**src/rtl/hl_arb_pkg.sv**
```systemverilog
package hl_arb_pkg;
   // bit positions inside the one-hot grant
   localparam int unsigned GNT_HI = 0;
   localparam int unsigned GNT_LO = 1;

   // high packets per low packet for a non-strict weight code
   function automatic int unsigned quota_of(input int unsigned code);
      return (code == 0) ? 1 : 2 * code;
   endfunction
endpackage

```
**src/rtl/hl_quota_dec.sv**
```systemverilog
module hl_quota_dec #(
   parameter int unsigned WEIGHT_W = 3,
   parameter int unsigned CNT_W    = 4
) (
   input  logic [WEIGHT_W-1:0] code,
   output logic [CNT_W-1:0]    quota,
   output logic                strict
);
   import hl_arb_pkg::*;

   localparam int unsigned NUM_CODES = 2 ** WEIGHT_W;

   logic [CNT_W-1:0] quota_tbl [NUM_CODES];

   // one table entry per code, computed at elaboration
   for (genvar c = 0; c < NUM_CODES; c++) begin : g_tbl
      if (c == NUM_CODES - 1) begin : g_strict
         assign quota_tbl[c] = '1;
      end else begin : g_ratio
         assign quota_tbl[c] = CNT_W'(quota_of(c));
      end
   end

   assign quota  = quota_tbl[code];
   assign strict = &code;
endmodule

```
**src/rtl/hl_ratio_cnt.sv**
```systemverilog
module hl_ratio_cnt #(
   parameter int unsigned CNT_W = 4
) (
   input  logic             clk,
   input  logic             rst_n,
   input  logic             arb_pt,
   input  logic             done_hi,
   input  logic             done_lo,
   input  logic             hi_pend,
   output logic [CNT_W-1:0] cnt_next
);
   localparam logic [CNT_W-1:0] CNT_MAX = '1;

   logic [CNT_W-1:0] cnt_q;

   always_comb begin
      cnt_next = cnt_q;
      if (arb_pt) begin
         if (done_hi) begin
            cnt_next = (cnt_q == CNT_MAX) ? cnt_q : cnt_q + 1'b1;
         end else if (done_lo) begin
            cnt_next = '0;
         end
         // high queue found empty: the partial quota is abandoned
         if (!hi_pend) begin
            cnt_next = '0;
         end
      end
   end

   always_ff @(posedge clk) begin
      if (!rst_n) begin
         cnt_q <= '0;
      end else begin
         cnt_q <= cnt_next;
      end
   end
endmodule

```
**src/rtl/hl_grant_pick.sv**
```systemverilog
module hl_grant_pick #(
   parameter int unsigned CNT_W = 4
) (
   input  logic             hi_pend,
   input  logic             lo_pend,
   input  logic             strict,
   input  logic [CNT_W-1:0] quota,
   input  logic [CNT_W-1:0] cnt,
   output logic             pick_hi,
   output logic             pick_lo
);
   logic hi_turn;

   assign hi_turn = strict || (cnt < quota);

   always_comb begin
      pick_hi = 1'b0;
      pick_lo = 1'b0;
      if (hi_pend && lo_pend) begin
         pick_hi = hi_turn;
         pick_lo = !hi_turn;
      end else begin
         pick_hi = hi_pend;
         pick_lo = lo_pend;
      end
   end
endmodule

```
**src/rtl/hl_weighted_arb.sv**
```systemverilog
module hl_weighted_arb #(
   parameter int unsigned WEIGHT_W = 3,
   parameter int unsigned CNT_W    = 4
) (
   input  logic                clk,
   input  logic                rst_n,
   input  logic                hi_pend,
   input  logic                lo_pend,
   input  logic [WEIGHT_W-1:0] weight_code,
   input  logic                pkt_done,
   output logic [1:0]          grant,
   output logic                grant_valid
);
   import hl_arb_pkg::*;

   localparam int unsigned NUM_CODES = 2 ** WEIGHT_W;
   localparam int unsigned MAX_QUOTA = quota_of(NUM_CODES - 2);

   if (WEIGHT_W < 1) begin : g_bad_weight
      $error("hl_weighted_arb: WEIGHT_W must be at least 1");
   end
   if (MAX_QUOTA > (2 ** CNT_W) - 2) begin : g_bad_cnt
      $error("hl_weighted_arb: CNT_W too narrow for largest quota");
   end

   logic [1:0]       grant_q;
   logic             valid_q;
   logic             arb_pt;
   logic             done_hi;
   logic             done_lo;
   logic [CNT_W-1:0] quota;
   logic             strict;
   logic [CNT_W-1:0] cnt_next;
   logic             pick_hi;
   logic             pick_lo;

   assign arb_pt  = !valid_q || pkt_done;
   assign done_hi = valid_q && pkt_done && grant_q[GNT_HI];
   assign done_lo = valid_q && pkt_done && grant_q[GNT_LO];

   hl_quota_dec #(.WEIGHT_W(WEIGHT_W), .CNT_W(CNT_W)) u_dec (
      .code   (weight_code),
      .quota  (quota),
      .strict (strict)
   );

   hl_ratio_cnt #(.CNT_W(CNT_W)) u_cnt (
      .clk      (clk),
      .rst_n    (rst_n),
      .arb_pt   (arb_pt),
      .done_hi  (done_hi),
      .done_lo  (done_lo),
      .hi_pend  (hi_pend),
      .cnt_next (cnt_next)
   );

   hl_grant_pick #(.CNT_W(CNT_W)) u_pick (
      .hi_pend (hi_pend),
      .lo_pend (lo_pend),
      .strict  (strict),
      .quota   (quota),
      .cnt     (cnt_next),
      .pick_hi (pick_hi),
      .pick_lo (pick_lo)
   );

   always_ff @(posedge clk) begin
      if (!rst_n) begin
         grant_q <= '0;
         valid_q <= 1'b0;
      end else if (arb_pt) begin
         grant_q[GNT_HI] <= pick_hi;
         grant_q[GNT_LO] <= pick_lo;
         valid_q         <= pick_hi || pick_lo;
      end
   end

   assign grant       = grant_q;
   assign grant_valid = valid_q;
endmodule

```
**config.mk**
```make
export PLATFORM = sky130hd
export DESIGN_NAME = hl_weighted_arb
export DESIGN_NICKNAME = d
export VERILOG_FILES = /design/src/rtl/hl_arb_pkg.sv /design/src/rtl/hl_quota_dec.sv /design/src/rtl/hl_ratio_cnt.sv /design/src/rtl/hl_grant_pick.sv /design/src/rtl/hl_weighted_arb.sv
export SDC_FILE = /design/constraint.sdc
export NUM_CORES = 1
export LEC_CHECK = 0
export BUFFER_PORTS_ARGS = -buffer_cell sky130_fd_sc_hd__buf_2
export CORE_AREA = 2 2 39 41
export DETAILED_ROUTE_END_ITERATION = 6
export DIE_AREA = 0 0 41 43
export GPL_ROUTABILITY_DRIVEN = 1
export GPL_TIMING_DRIVEN = 0
export SYNTH_ARGS = -nofsm -noshare
export SYNTH_HDL_FRONTEND = slang
export SYNTH_SLANG_ARGS = --single-unit
```
**constraint.sdc**
```tcl
create_clock -name clk -period 4.5 [get_ports clk]
set_input_delay 0.45 -clock clk [delete_from_list [all_inputs] [get_ports clk]]
set_output_delay 0.45 -clock clk [all_outputs]
set_load 0.05 [all_outputs]
```
==> impl_metrics.ini <==
[run_status]
status = finished clean

[routing]
drc = 0
num_vias = 548
drt-total-wl_um = 1224
drt_iter0_drc = 10
drt-vias-per-instance = 5.649
dr.pass1.iters = 4
ant_nets = 0
wl_per_cell_um = 12.62

[synthesis]
synth-compound-area-share_pct = 33.71
async_flop_share_pct = 0
synth_top_cell_area_share_pct = 25.34
synthSimpleGateAreaFrac_pct = 25.57
syn_inst = 67
synth_area_per_cell_um2 = 8.254
syn_area_um2 = 553.0
synth_edf_count = 0
synth_adder_area_share_pct = 9.050
ys_types = 33
yosys_register_bits = 7
yosys-mux-area-fraction_pct = 0
yosysWarningCount = 0
synth_top_family_by_area = compound AO/OA/AOI/OAI gates
synth_top_area_cell = dfxtp_1
synth_common_cells = 7 x a21oi_1, 7 x dfxtp_1, 7 x nand3_1
synth_xor_area_share_pct = 0
synth_nets = 79
synth-main-ff-cell = dfxtp_1
seq_area_frac_synth_pct = 25.34
synth.area.top_cells = dfxtp_1 25%, ha_1 9.0%, a21oi_1 6.3%

[power]
power_per_cell_area_nw_per_um2 = 241.8
ir_worst_vdd_v = 0.0001054
leakage_nw = 0.2888

[final_layout]
drive_gt1_share_pct = 25.93
finish.utilization_pct = 46.93
seqCellArea_um2 = 140.1
fin_cells = 97
multi_input_area_um2 = 377.9
nNetsFinal = 94
antennaDiodeCount = 0
final_area_um2 = 649.4
area_growth_pct = 17.42
final.fill_count = 146

[sta]
tns_ps = 0
tightest_slew_ps = 339.6
post-route-period-util_pct = 50.17
finalClockSkew_ps = 0.4005
max_slew_margin_pct = 77.32
final_hold_viol_count = 0
rsz0062_at_grt = false
fmax_ghz = 0.4429
fin_ws_ps = 2242
maxSlewViolCount = 0
finalSetupViolCount = 0
fin_crit_ps = 2258

[global_route]
track_usage_pct = 17.96
antenna_found_initial = 0
grt_max_degree = 11
grt_pass1_vias = 519
grt_pass1_wl_um = 2111
gr-total-overflow = 0

[place]
pre_cts_ws_ps = 2102
placedCellCount = 93
routabilityCongestion = 0.6934
dpl_cell_area_um2 = 623.1
io_buffers = 10
dp_hpwl_um = 988.1

[clock_network]
cts_sinks = 7
clock_path_buffers = 2
cts-root-buf = clkbuf_4
cts_resized = 0
htree_levels = 1
cts_tree = built
cts_hold_buf = 0
clk_pin_slew_ps = 50
cts_setup_buffers = 0
clk_latency_ps = 250
cts_inserted_buffers = 3

[critical_path]
max_stage_delay_ps = 330
worstPathArrival_ps = 2400
critPathLaunchType = flip-flop
cp_max_fo = 4
cp.buffers_inverters = 0
cp_cell_sequence = ha_1, and3_2, o311ai_0, a21oi_1, ha_1, a21o_1, a21oi_1, o221ai_1, o221a_1
cp_data_required_time_ps = 4640
reg2reg_depth = 9
cp_num_cells = 9
path_delay_family = compound AO/OA/AOI/OAI gates
cpMaxStageDelayCell = dfxtp_1
crit_path_end_kind = flip-flop
crit_type = flip-flop to flip-flop

[floorplan]
rows = 14
dieHeight_um = 43
core_um2 = 1384
fp.dieArea_um2 = 1763
dieWidth_um = 41
initial_utilization_pct = 39.96
ios = 11

[worst_hold_path]
hold_class = input pin to flip-flop
min_delay_path_depth = 2

[run]
drv_cap = 0
[where the power goes]
part           switching (mW)  internal (mW)
Combinational          0.0210         0.0129
Sequential            0.00303         0.0646
Clock                  0.0218         0.0337
[area by class of cell]
cell class	instances	share of cell area [%]
Multi-Input combinational cell	53	58.19
Clock buffer	4	4.046
Sequential cell	7	21.58
Inverter	5	2.890
Timing Repair Buffer	10	7.707
Buffer	2	2.505
Tap cell	16	3.083
[layout by cell type, fill, tap and decap left out]
cell type	count
or2b_2	1
o2111ai_1	1
and2b_4	1
a21oi_2	1
clkbuf_4	3
o211ai_1	1
o211a_1	1
dfxtp_1	7
nor3_1	2
or3_1	1
nand4b_1	1
a21oi_1	7
a21o_1	1
nand2b_1	1
buf_2	11
o31a_1	1
o311ai_0	1
and2_1	2
o221ai_1	2
a21boi_0	2
and3_2	1
nand3_1	7
nor2_1	2
buf_6	1
a2111oi_2	1
clkbuf_1	1
or4_1	1
o221a_1	1
o21ai_0	2
nand2_1	4
o21a_1	1
and3_1	1
ha_1	4
a221oi_2	1
inv_1	5
[sequential cells by signal, summed over array words and instances, names as in the netlist]
register	flops
grant	2
grant_valid	1
u_cnt.cnt_q	4
[final timing paths]
| kind | to | slack (ps) | from |
|---|---|---|---|
| max | grant[1]$_SDFFE_PN0N_ | 2240 | u_cnt.cnt_q[0]$_SDFF_PN0_ |
| min | grant_valid$_SDFFE_PN0N_ | 480 | lo_pend |
| max reg2reg | grant[1]$_SDFFE_PN0N_ | 2240 | u_cnt.cnt_q[0]$_SDFF_PN0_ |
| min reg2reg | grant[0]$_SDFFE_PN0N_ | 530 | grant[0]$_SDFFE_PN0N_ |
[metrics by stage]
step | power [mW] | hold WS, ps
after floorplan | 0.09134 | 536.1
after global placement | 0.1024 | 530.3
after detailed placement | 0.1026 | 524.0
after CTS | 0.1589 | 469.9
after global routing | 0.1662 | 501.0
final | 0.1570 | 479.8
[metal layers]
layer  part of all wire [%]  global-route usage, %  wire (µm)  vias to the layer above
met5                      0                      0          0                        -
met4                    3.6                  12.00         44                        0
met3                    3.8                  1.571         46                        5
met2                     46                  25.00        558                       18
met1                     47                  25.16        574                      239
li1                       -                      -          -                      286
[cells by family after synthesis]
group | Yosys count
and+or+nand+nor | 25
AOI/OAI and AO/OA | 24
buffers and inverters | 7
DFF | 7
adders and majority gates | 4
No activity file was read; power rests on OpenSTA's default activity.
